$ cat config.mk
export PLATFORM = sky130hd
export DESIGN_NAME = ialu_core
export DESIGN_NICKNAME = d
export VERILOG_FILES = /design/src/rtl/ialu_pkg.sv /design/src/rtl/ialu_logic_unit.sv /design/src/rtl/ialu_addsub.sv /design/src/rtl/ialu_select.sv /design/src/rtl/ialu_core.sv
export SDC_FILE = /design/constraint.sdc
export NUM_CORES = 1
export LEC_CHECK = 0
export ABC_AREA = 1
export BUFFER_PORTS_ARGS = -buffer_cell sky130_fd_sc_hd__buf_2
export CORE_MARGIN = 3
export CORE_UTILIZATION = 58
export DETAILED_ROUTE_END_ITERATION = 8
export MAX_ROUTING_LAYER = met4
export PLACE_DENSITY = 0.85
export SKIP_LAST_GASP = 1
export SLEW_MARGIN = 40
export SYNTH_ARGS = -nofsm -noshare
export SYNTH_HDL_FRONTEND = slang
export SYNTH_SLANG_ARGS = --single-unit
$ cat constraint.sdc
create_clock -name vclk -period 7
set_input_delay 2.1 -clock vclk [all_inputs]
set_output_delay 2.1 -clock vclk [all_outputs]
set_load 0.05 [all_outputs]
$ cat src/rtl/ialu_pkg.sv
package ialu_pkg;

    typedef enum logic [3:0] {
        OP_AND  = 4'b0000,
        OP_OR   = 4'b0001,
        OP_ADD  = 4'b0010,
        OP_ADDU = 4'b0011,
        OP_SUB  = 4'b0110,
        OP_SUBU = 4'b0111,
        OP_SLT  = 4'b1000,
        OP_SLTU = 4'b1001,
        OP_NOR  = 4'b1100,
        OP_XOR  = 4'b1101
    } alu_op_e;

    typedef struct packed {
        logic carry;
        logic ovf_raw;
        logic lt_signed;
        logic lt_unsigned;
    } arith_flags_t;

    // Codes that run the adder with B inverted and carry-in forced high.
    function automatic logic needs_subtract(input logic [3:0] code);
        return (code == OP_SUB) || (code == OP_SUBU) ||
               (code == OP_SLT) || (code == OP_SLTU);
    endfunction

    // Codes whose signed overflow is reported to the pipeline.
    function automatic logic reports_overflow(input logic [3:0] code);
        return (code == OP_ADD) || (code == OP_SUB);
    endfunction

    // Codes whose result comes from the adder.
    function automatic logic uses_adder(input logic [3:0] code);
        return (code == OP_ADD)  || (code == OP_ADDU) ||
               (code == OP_SUB)  || (code == OP_SUBU) ||
               (code == OP_SLT)  || (code == OP_SLTU);
    endfunction

endpackage

$ cat src/rtl/ialu_logic_unit.sv
module ialu_logic_unit
    import ialu_pkg::*;
#(
    parameter int WIDTH = 32
) (
    input  logic [3:0]       op_i,
    input  logic [WIDTH-1:0] a_i,
    input  logic [WIDTH-1:0] b_i,
    output logic [WIDTH-1:0] res_o
);

    // One slice per bit; no carries cross between slices.
    for (genvar i = 0; i < WIDTH; i++) begin : g_slice
        always_comb begin
            unique case (op_i)
                OP_AND:  res_o[i] = a_i[i] & b_i[i];
                OP_OR:   res_o[i] = a_i[i] | b_i[i];
                OP_NOR:  res_o[i] = ~(a_i[i] | b_i[i]);
                OP_XOR:  res_o[i] = a_i[i] ^ b_i[i];
                default: res_o[i] = 1'b0;
            endcase
        end
    end

endmodule

$ cat src/rtl/ialu_addsub.sv
module ialu_addsub
    import ialu_pkg::*;
#(
    parameter int WIDTH = 32
) (
    input  logic [WIDTH-1:0] a_i,
    input  logic [WIDTH-1:0] b_i,
    input  logic             sub_i,
    output logic [WIDTH-1:0] sum_o,
    output arith_flags_t     flags_o
);

    localparam int MSB = WIDTH - 1;

    logic [WIDTH-1:0] b_eff;
    logic [WIDTH:0]   wide;

    assign b_eff = b_i ^ {WIDTH{sub_i}};
    assign wide  = {1'b0, a_i} + {1'b0, b_eff} + {{WIDTH{1'b0}}, sub_i};
    assign sum_o = wide[MSB:0];

    always_comb begin
        flags_o.carry       = wide[WIDTH];
        flags_o.ovf_raw     = (a_i[MSB] == b_eff[MSB]) && (wide[MSB] != a_i[MSB]);
        flags_o.lt_signed   = wide[MSB] ^ flags_o.ovf_raw;
        flags_o.lt_unsigned = ~wide[WIDTH];
    end

endmodule

$ cat src/rtl/ialu_select.sv
module ialu_select
    import ialu_pkg::*;
#(
    parameter int WIDTH = 32
) (
    input  logic [3:0]       op_i,
    input  logic [WIDTH-1:0] logic_res_i,
    input  logic [WIDTH-1:0] sum_i,
    input  arith_flags_t     flags_i,
    output logic [WIDTH-1:0] result_o,
    output logic             ovf_o,
    output logic             carry_o
);

    localparam logic [WIDTH-1:0] ZERO_W = '0;

    always_comb begin
        unique case (op_i)
            OP_ADD, OP_ADDU, OP_SUB, OP_SUBU: result_o = sum_i;
            OP_SLT:  result_o = {ZERO_W[WIDTH-1:1], flags_i.lt_signed};
            OP_SLTU: result_o = {ZERO_W[WIDTH-1:1], flags_i.lt_unsigned};
            default: result_o = logic_res_i;
        endcase
        ovf_o   = reports_overflow(op_i) & flags_i.ovf_raw;
        carry_o = uses_adder(op_i) & flags_i.carry;
    end

endmodule

$ cat src/rtl/ialu_core.sv
module ialu_core
    import ialu_pkg::*;
#(
    parameter int WIDTH = 32
) (
    input  logic [WIDTH-1:0] opa_i,
    input  logic [WIDTH-1:0] opb_i,
    input  logic [3:0]       op_i,
    output logic [WIDTH-1:0] result_o,
    output logic             zero_o,
    output logic             ovf_o,
    output logic             carry_o
);

    logic [WIDTH-1:0] logic_res;
    logic [WIDTH-1:0] sum;
    arith_flags_t     flags;
    logic             do_sub;

    assign do_sub = needs_subtract(op_i);

    ialu_logic_unit #(.WIDTH(WIDTH)) u_logic (
        .op_i  (op_i),
        .a_i   (opa_i),
        .b_i   (opb_i),
        .res_o (logic_res)
    );

    ialu_addsub #(.WIDTH(WIDTH)) u_addsub (
        .a_i     (opa_i),
        .b_i     (opb_i),
        .sub_i   (do_sub),
        .sum_o   (sum),
        .flags_o (flags)
    );

    ialu_select #(.WIDTH(WIDTH)) u_select (
        .op_i        (op_i),
        .logic_res_i (logic_res),
        .sum_i       (sum),
        .flags_i     (flags),
        .result_o    (result_o),
        .ovf_o       (ovf_o),
        .carry_o     (carry_o)
    );

    assign zero_o = ~|result_o;

endmodule

==> reports/results.ini, run 1 <==
[clocking]
cts_hold_buf=0

[floorplan]
pin_count=103
chipWidth_um=95.3
die_h_um=95.3
rows=31
start_util_pct=61.8

[synthesis]
ys_seq_area_share_pct=0
synth.distinct_cells=44
synth_area_um2=4630
syn_nets=968
avgSynthCellArea_um2=5.76
syn_inst=804
yosys_warnings=0

[placement]
portBuffers=103
gp_congestion=1.10
dpl.hpwl_um=13600
place_area_um2=6110

[outcome]
lastStage=global routing
error=[ERROR DPL-0038] Utilization greater than 100%, impossible to legalize
outcome=did not finish

[global_routing]
grt_max_degree=33

[sta]
worst_endpoint_kind=top-level output
worst_endpoint=zero_o

cells in the mapped netlist, types with 2 or more instances:
master,number,area [um2]
o21ai_1,20,100
a21boi_0,2,15.0
nand4_1,8,50.1
buf_1,3,11.3
a21oi_2,2,17.5
inv_2,12,45.0
o21bai_1,5,37.5
nand3_2,4,40.0
ha_1,95,1190
nand2_1,181,679
nand3_1,43,215
nor3_2,3,30.0
xor2_1,31,272
a21oi_1,50,250
a21o_1,2,15.0
clkbuf_1,7,26.3
or2_2,2,12.5
a22o_1,2,17.5
nor3_1,6,30.0
buf_2,7,35.0
nor2_2,5,31.3
nor2_1,68,255
nand2_2,12,75.1
inv_1,140,526
a221oi_1,25,219
o21ai_0,49,245
o2111ai_1,3,26.3
stage by stage:
| stage | utilization [%] | std cells | worst slack (ps) | hold slack (ps) | TNS, ps |
|---|---|---|---|---|---|
| 2_1_floorplan | - | 804 | 6.73 | 4280 | 0 |
| 3_3_place_gp | 81.6 | 1100 | -495 | 4620 | -745 |
| 3_5_place_dp | 81.6 | 1100 | -533 | 4620 | -1340 |
| 4_1_cts | 89.1 | 1127 | -67.3 | 4610 | -67.3 |
kinds of logic after synthesis:
logic type | count (synthesis) | synth area share [%]
xor gates and xnor gates | 32 | 6.06
and+or+nand+nor | 338 | 31.6
buffers and inverters | 170 | 14.0
AOI/OAI and AO/OA | 168 | 22.2
adders and majority gates | 96 | 26.1
timing repair:
action,in CTS
endpoints found under the hold margin,0
cloned,3
endpoints found under the setup margin,8
resized for setup,84
pin swaps,52
setup buffers,24
==> inputs of run 2 (changes only) <==
Settings changed: CORE_UTILIZATION 58 to 40, MAX_ROUTING_LAYER met4 to not set, PLACE_DENSITY 0.85 to not set, PLACE_DENSITY_LB_ADDON set to 0.15.
==> reports/results.ini, run 2 <==
[placement]
dpl.hpwl_um=12800
portBuffers=103
gp_congestion=0.973
place_area_um2=6310

[floorplan]
rows=38
dieArea_um2=12900
die_h_um=114
pin_count=103
core_region_area_um2=11100
start_util_pct=41.8
chipWidth_um=114

[finish]
layout.cells.most_common=buf_4
seq_area_um2=0
clock_buffers=0
final_cell_mix=buf_4 (171), nand2_1 (141), inv_1 (131)
seq_cell_count=0
diodes=0
final_area_um2=7560
syn_to_final_growth_pct=63.4
fin_nets=1236
drive_gt1_share_pct=45.7

[sta]
whs_ps=4590
hold_viol=0
finalCritPeriodShare_pct=102
setup_violations=2
worst_slew_pin_slew_ps=687
rsz0062_at_grt=true
max_freq_mhz=139
fin_ws_ps=-171
slew_headroom_pct=54.1
drv_slew=0
min_period_ps=7170

[clocking]
cts_hold_buf=0

[synthesis]
syn_inst=804
synth_area_leaders=ha_1 (26%), nand2_1 (15%), inv_1 (11%)
synth.distinct_cells=44
yosysTopAreaCell=ha_1
syn_nets=968
synth_top_area_share_pct=25.7
yosys.cell_count.top_type=nand2_1
synth_area_um2=4630
ys_seq_area_share_pct=0
synth_commonest_cells=nand2_1 (181), inv_1 (140), ha_1 (95)
yosys_warnings=0
avgSynthCellArea_um2=5.76

[worst_setup_path]
startpoint=op_i[2]
crit_path_end_kind=output port
cp_max_fo=6
start_kind=input pin
crit_required_ps=4900
path_class=input pin to output port
critPathArrivalTime_ps=5070
crit_end=zero_o

[min_path]
worstHoldPathType=input pin to output port

[global_routing]
grt_max_degree=33
grt_pass1_wl_um=26900
grtUsageTotal_pct=24.5
overflow=0
antenna_found_initial=0
grt_pass1_vias=5843

[drt]
drtIter0Drc=291
route.detailed.drc=0
wl_um=17000
wl_per_cell_um=14.1
viasPerCell=5.09
dr.pass1.iters=5
ant_nets=0
route.vias.total=6153

[outcome]
violations=setup timing
outcome=finished, violations left

[power]
p_leak_nw=4.11
ir_worst_vdd_mv=0.0848
power.density_nw_per_um2=125

[job]
drv_cap=0

[run 2: cell counts after synthesis]
Identical to the previous run, type by type.
[run 2: timing repair]
| item | CTS | global route |
|---|---|---|
| buffers inserted | 30 | 21 |
| gates cloned | 2 | 0 |
| setup endpoints to repair | 2 | 14 |
| pin swaps | 58 | 70 |
| resized for setup | 117 | 117 |
[run 2: logic make-up (layout without fill, tap and decap cells)]
| logic type | after synthesis | after routing | share of synthesized area (%) |
|---|---|---|---|
| adder cells (fa/ha/maj) | 96 | 96 | 26.1 |
| AND/OR/NAND/NOR | 338 | 338 | 31.6 |
| AO/OA/AOI/OAI | 168 | 168 | 22.2 |
| XOR/XNOR | 32 | 32 | 6.06 |
| buffers and inverters | 170 | 436 | 14.0 |
[run 2: metrics by stage]
step	utilization, %	setup WS [ps]	power [mW]	TNS [ps]	instances
4_1_cts	63.2	-76.4	0.841	-80.8	1191
3_5_place_dp	56.9	-450	0.736	-565	1160
6_report	68.3	-171	0.944	-185	1210
2_1_floorplan	-	6.73	0.439	0	804
3_3_place_gp	56.9	-407	0.734	-509	1160
5_1_grt	68.3	-364	1.02	-907	1210
[run 2: report_power, final]
| group | switching, mW | internal (mW) | leakage [nW] |
|---|---|---|---|
| logic | 0.545 | 0.399 | 4.11 |
| clock network | 0 | 0 | 0 |
| registers | 0 | 0 | 0 |
[run 2: final cells by class]
type	instances	area (um2)
multi-input cells	634	4760
fillers	986	3520
repair buffers	284	2050
inverters	152	581
well taps	140	175
[run 2: worst max-delay path: stages]
cell and delay (ps):
buf_6 110, nand3_4 90, nand2_4 90, buf_4 150, buf_12 130, buf_4 150
xor2_1 140, ha_1 370, nand2_2 120, nor2_4 110, inv_1 80, nor2_1 110
inv_1 90, nor3_2 110, nand2_1 100, a21oi_2 170, nor2_2 80, nor2_2 120
nand3_2 100, nor2_4 150, nand3_4 110, nor2_4 120, buf_6 160
[run 2: how the worst min path moves through the flow]
stage,start,to,slack (ps),cells past startpoint
5_1_grt,op_i[0],ovf_o,4610,3
6_report,op_i[0],ovf_o,4590,3
2_1_floorplan,op_i[0],ovf_o,4280,1
3_5_place_dp,op_i[0],ovf_o,4630,3
3_3_place_gp,op_i[0],ovf_o,4630,3
4_1_cts,op_i[0],ovf_o,4580,3
[run 2: layer usage]
metal / global-route usage [%] / wire, um
met5: 0 / 0
met4: 4.97 / 261
met3: 1.43 / 723
met2: 44.0 / 8380
met1: 32.3 / 7670
(Power assumes the default switching activity.)
==> inputs of run 3 (changes only) <==
Settings changed: CELL_PAD_IN_SITES_DETAIL_PLACEMENT set to 1, CELL_PAD_IN_SITES_GLOBAL_PLACEMENT set to 1, CORE_UTILIZATION 40 to 39.
==> reports/results.ini, run 3 (synthesized netlist as in run 2, its figures left out) <==
[worst_setup_path]
cp_slowest_cell=xor2_2
cp_max_fo=8
startpoint=op_i[2]
critPathArrivalTime_ps=5610
crit_path_end_kind=output port
cp_cell_sequence=buf_8 > inv_4 > nand3_4 > nand2_8 > buf_12 > xor2_2 > ha_4 > nand2_2 > inv_1 > nand3_1 > buf_4 > buf_4 > nor3_1 > nand2_1 > a21oi_1 > nor2_1 > nor2_2 > nand3_1 > nor2_2 > nand3_4 > nor2_4 > buf_8
crit_required_ps=4900
max_stage_delay_ps=290
path_class=input pin to output port
start_kind=input pin

[sta]
min_period_ps=7710
max_freq_mhz=130
setup_violations=26
finalCritPeriodShare_pct=110
setup_tns_ps=-5480
rsz0062_at_grt=true
fin_ws_ps=-707
hold_viol=0
whs_ps=4600
slew_headroom_pct=49.8
worst_slew_pin_slew_ps=752
drv_slew=0

[drt]
drtIter0Drc=763
route.detailed.drc=0
wl_um=34200
viasPerCell=6.50
ant_nets=0
dr.pass1.iters=6
routed-wl-met3_um=3180
wl_per_cell_um=28.2
route.vias.total=7885
wl_met2_um=16000
top_layer_used=met4
wl_met1_um=12000

[global_routing]
grt_pass1_wl_um=38200
grt_max_degree=33
overflow=0
grtUsageTotal_pct=35.9
grt_pass1_vias=7533
antenna_found_initial=0

[placement]
gp_congestion=0.958
dpl.hpwl_um=17500
portBuffers=103

[min_path]
worstHoldPathType=input pin to output port
min_from=op_i[0]
whs_path_depth=3

[floorplan]
chipWidth_um=115
pin_count=103
dieArea_um2=13200
rows=39
core_region_area_um2=11500
start_util_pct=40.2
die_h_um=115

[finish]
layout.cells.most_common=buf_4
fin_nets=1236
multiInputGateArea_um2=4970
drive_gt1_share_pct=46.3
syn_to_final_growth_pct=67.8
seq_cell_count=0
clock_buffers=0
seq_area_um2=0
n_fill_cell=1468
final_cell_mix=buf_4 (172), nand2_1 (144), inv_1 (132)

[outcome]
outcome=finished, violations left
violations=setup timing

[job]
drv_cap=0

==> run 3: changes by cell type in the layout (fill, tap and decap cells not counted), moves of 6 or more <==
cell     before  now
xor2_1       25   19
ha_4          4   13
o21ai_1      24   15
nor2_4       13    7
nand3_2      16    9
ha_1         89   80
nand3_1      28   34
==> run 3: critical path, delay by kind of cell <==
kind	cells	cell delay [ps]
simple gates	12	1740
buf+inv	7	980
fa+ha+maj	1	240
xor+xnor	1	290
compound gates	1	200
==> run 3: metal layers <==
metal	vias up	global-route usage, %
li1	3171	-
met3	280	3.11
met5	-	0
met4	0	18.8
met2	660	67.0
met1	3774	40.1
==> run 3: final timing paths <==
check,to
min,ovf_o
max,zero_o
==> run 3: area by class of cell <==
| class | count | area share [%] |
|---|---|---|
| Inverter | 152 | 7.60 |
| Multi-Input combinational cell | 634 | 64.0 |
| Tap cell | 143 | 2.30 |
| Antenna cell | 1 | 0.0322 |
| Timing Repair Buffer | 284 | 26.0 |
==> run 3: metrics by stage <==
step	instance area, um2	cells	setup WS, ps	utilization (%)
floorplan	4680	804	6.73	-
global placement	6410	1176	-504	55.7
detailed placement	6410	1176	-611	55.7
CTS	6880	1189	-135	59.7
global route	7760	1213	-790	67.4
finish	7770	1214	-707	67.4
==> run 3: what timing repair did <==
item	CTS	global route
gates cloned	1	0
endpoints found under the setup margin	11	20
buffers inserted	12	25
pin swaps	32	57
hold buffers	0	0
gates resized for setup	105	153
==> inputs of run 4 (changes only) <==
Clock period 7 ns to 7.65 ns, I/O delays scaled along.
==> reports/results.ini, run 4 (synthesized netlist as in run 2, its figures left out) <==
[drt]
drtIter0Drc=683
dr.pass1.iters=5
route.detailed.drc=0
wl_per_cell_um=25.7
route.vias.total=7557
ant_nets=0
viasPerCell=6.32
wl_um=30700

[worst_setup_path]
cpMostUsedCell=nor2_2
cp_max_fo=7
start_kind=input pin
cp_cell_sequence=buf_12 > inv_6 > nand3_4 > nand2_4 > buf_12 > buf_4 > xor2_1 > ha_1 > nand2_1 > nor2_2 > inv_1 > nor2_4 > inv_2 > nor3_2 > nand2_2 > a21oi_2 > nor2_2 > nor2_2 > nand3_2 > nor2_2 > nand3_2 > nor2_4 > buf_6
critPathArrivalTime_ps=5760
crit_path_end_kind=output port
cp_slowest_cell=ha_1
crit_required_ps=5360
path_class=input pin to output port
max_stage_delay_ps=360

[sta]
slew_headroom_pct=57.1
finalCritPeriodShare_pct=105
hold_viol=0
setup_tns_ps=-1350
rsz0062_at_grt=true
worst_slew_pin_slew_ps=643
fin_ws_ps=-403
min_period_ps=8050
setup_violations=8
max_freq_mhz=124
drv_slew=0

[floorplan]
dieArea_um2=13200
chipWidth_um=115
rows=39
pin_count=103
start_util_pct=40.2
core_region_area_um2=11500
die_h_um=115

[power]
switching_share_pct=63.3
pwr-share-seq_pct=0
ir_worst_vdd_mv=0.0839
p_comb_share_pct=100.0
switchingPower_uw=610
p_leak_nw=3.97
power.density_nw_per_um2=130
intPower_uw=353
clkPwrFrac_pct=0

[global_routing]
grt_pass1_wl_um=35400
grt_max_degree=33
grt_pass1_vias=7037
antenna_found_initial=0
grtUsageTotal_pct=32.9
overflow=0

[outcome]
outcome=finished, violations left
violations=setup timing

[placement]
portBuffers=103
gp_congestion=0.925
place_area_um2=6140
dpl.hpwl_um=16400
dp.cells=1140

[finish]
layout.cells.non_filler=1195
layout.cells.most_common=buf_4
seq_cell_count=0
final_cell_mix=buf_4 (149), nand2_1 (140), inv_1 (130)
seq_area_um2=0
syn_to_final_growth_pct=60.6
diodes=0
final_area_um2=7430
clock_buffers=0
drive_gt1_share_pct=44.9
fin_nets=1218

[min_path]
whs_path_depth=3
min_from=op_i[0]
hold_end=ovf_o
worstHoldPathType=input pin to output port

[job]
drv_cap=0

[clocking]
cts_hold_buf=0

## run 4: changes by cell type in the layout (fill, tap and decap cells not counted), sizes merged
cell    change
clkbuf      -6
inv         +1
clkinv      -1
buf        -12
diode       -1
## run 4: power groups by stage
stage,clock (mW),combinational [mW],sequential [mW]
global placement,0,0.654,0
floorplan,0,0.400,0
detailed placement,0,0.677,0
global route,0,0.998,0
CTS,0,0.735,0
finish,0,0.963,0
## run 4: area by class of cell
type	instances	area, um2
Multi-Input combinational cell	634	4790
Fill cell	1565	4090
Timing Repair Buffer	266	1880
Inverter	152	583
Tap cell	143	179
## run 4: critical path, delay by kind of cell
family	cells	cell delay, ps
XOR/XNOR	1	140
AND/OR/NAND/NOR	13	1890
AO/OA/AOI/OAI	1	210
buffers and inverters	7	810
adder cells (fa/ha/maj)	1	360
## run 4: what timing repair did
item                       in CTS  in global routing
setup buffers                  29                 26
cloned                          1                  0
hold endpoints to repair        0                  0
pin swaps                      36                 86
resized for setup              63                174
setup endpoints to repair       2                  8
## run 4: worst max path at each step
stage          startpoint     end  slack [ps]  cells after the start
3_3_place_gp      op_i[2]  zero_o        -340                     25
6_report          op_i[3]  zero_o        -400                     23
4_1_cts           op_i[3]  zero_o           4                     24
2_1_floorplan     op_i[2]  zero_o          30                     19
3_5_place_dp      op_i[2]  zero_o        -440                     24
5_1_grt           op_i[3]  zero_o        -430                     23
## run 4: stage by stage
stage          setup WS [ps]  power [mW]  util [%]  hold slack (ps)
2_1_floorplan           32.8       0.400         -             4670
3_3_place_gp            -345       0.654      53.3             5020
3_5_place_dp            -436       0.677      53.3             5030
4_1_cts                 3.61       0.735      57.2             5030
5_1_grt                 -434       0.998      64.5             5080
6_report                -403       0.963      64.5             5090
## run 4: layer usage
layer | vias up | part of all wire, % | global-route usage [%]
met2 | 611 | 46 | 60.6
met1 | 3580 | 37 | 38.9
li1 | 3130 | - | -
met5 | - | 0 | 0
met3 | 236 | 8.6 | 2.37
met4 | 0 | 8.4 | 14.1
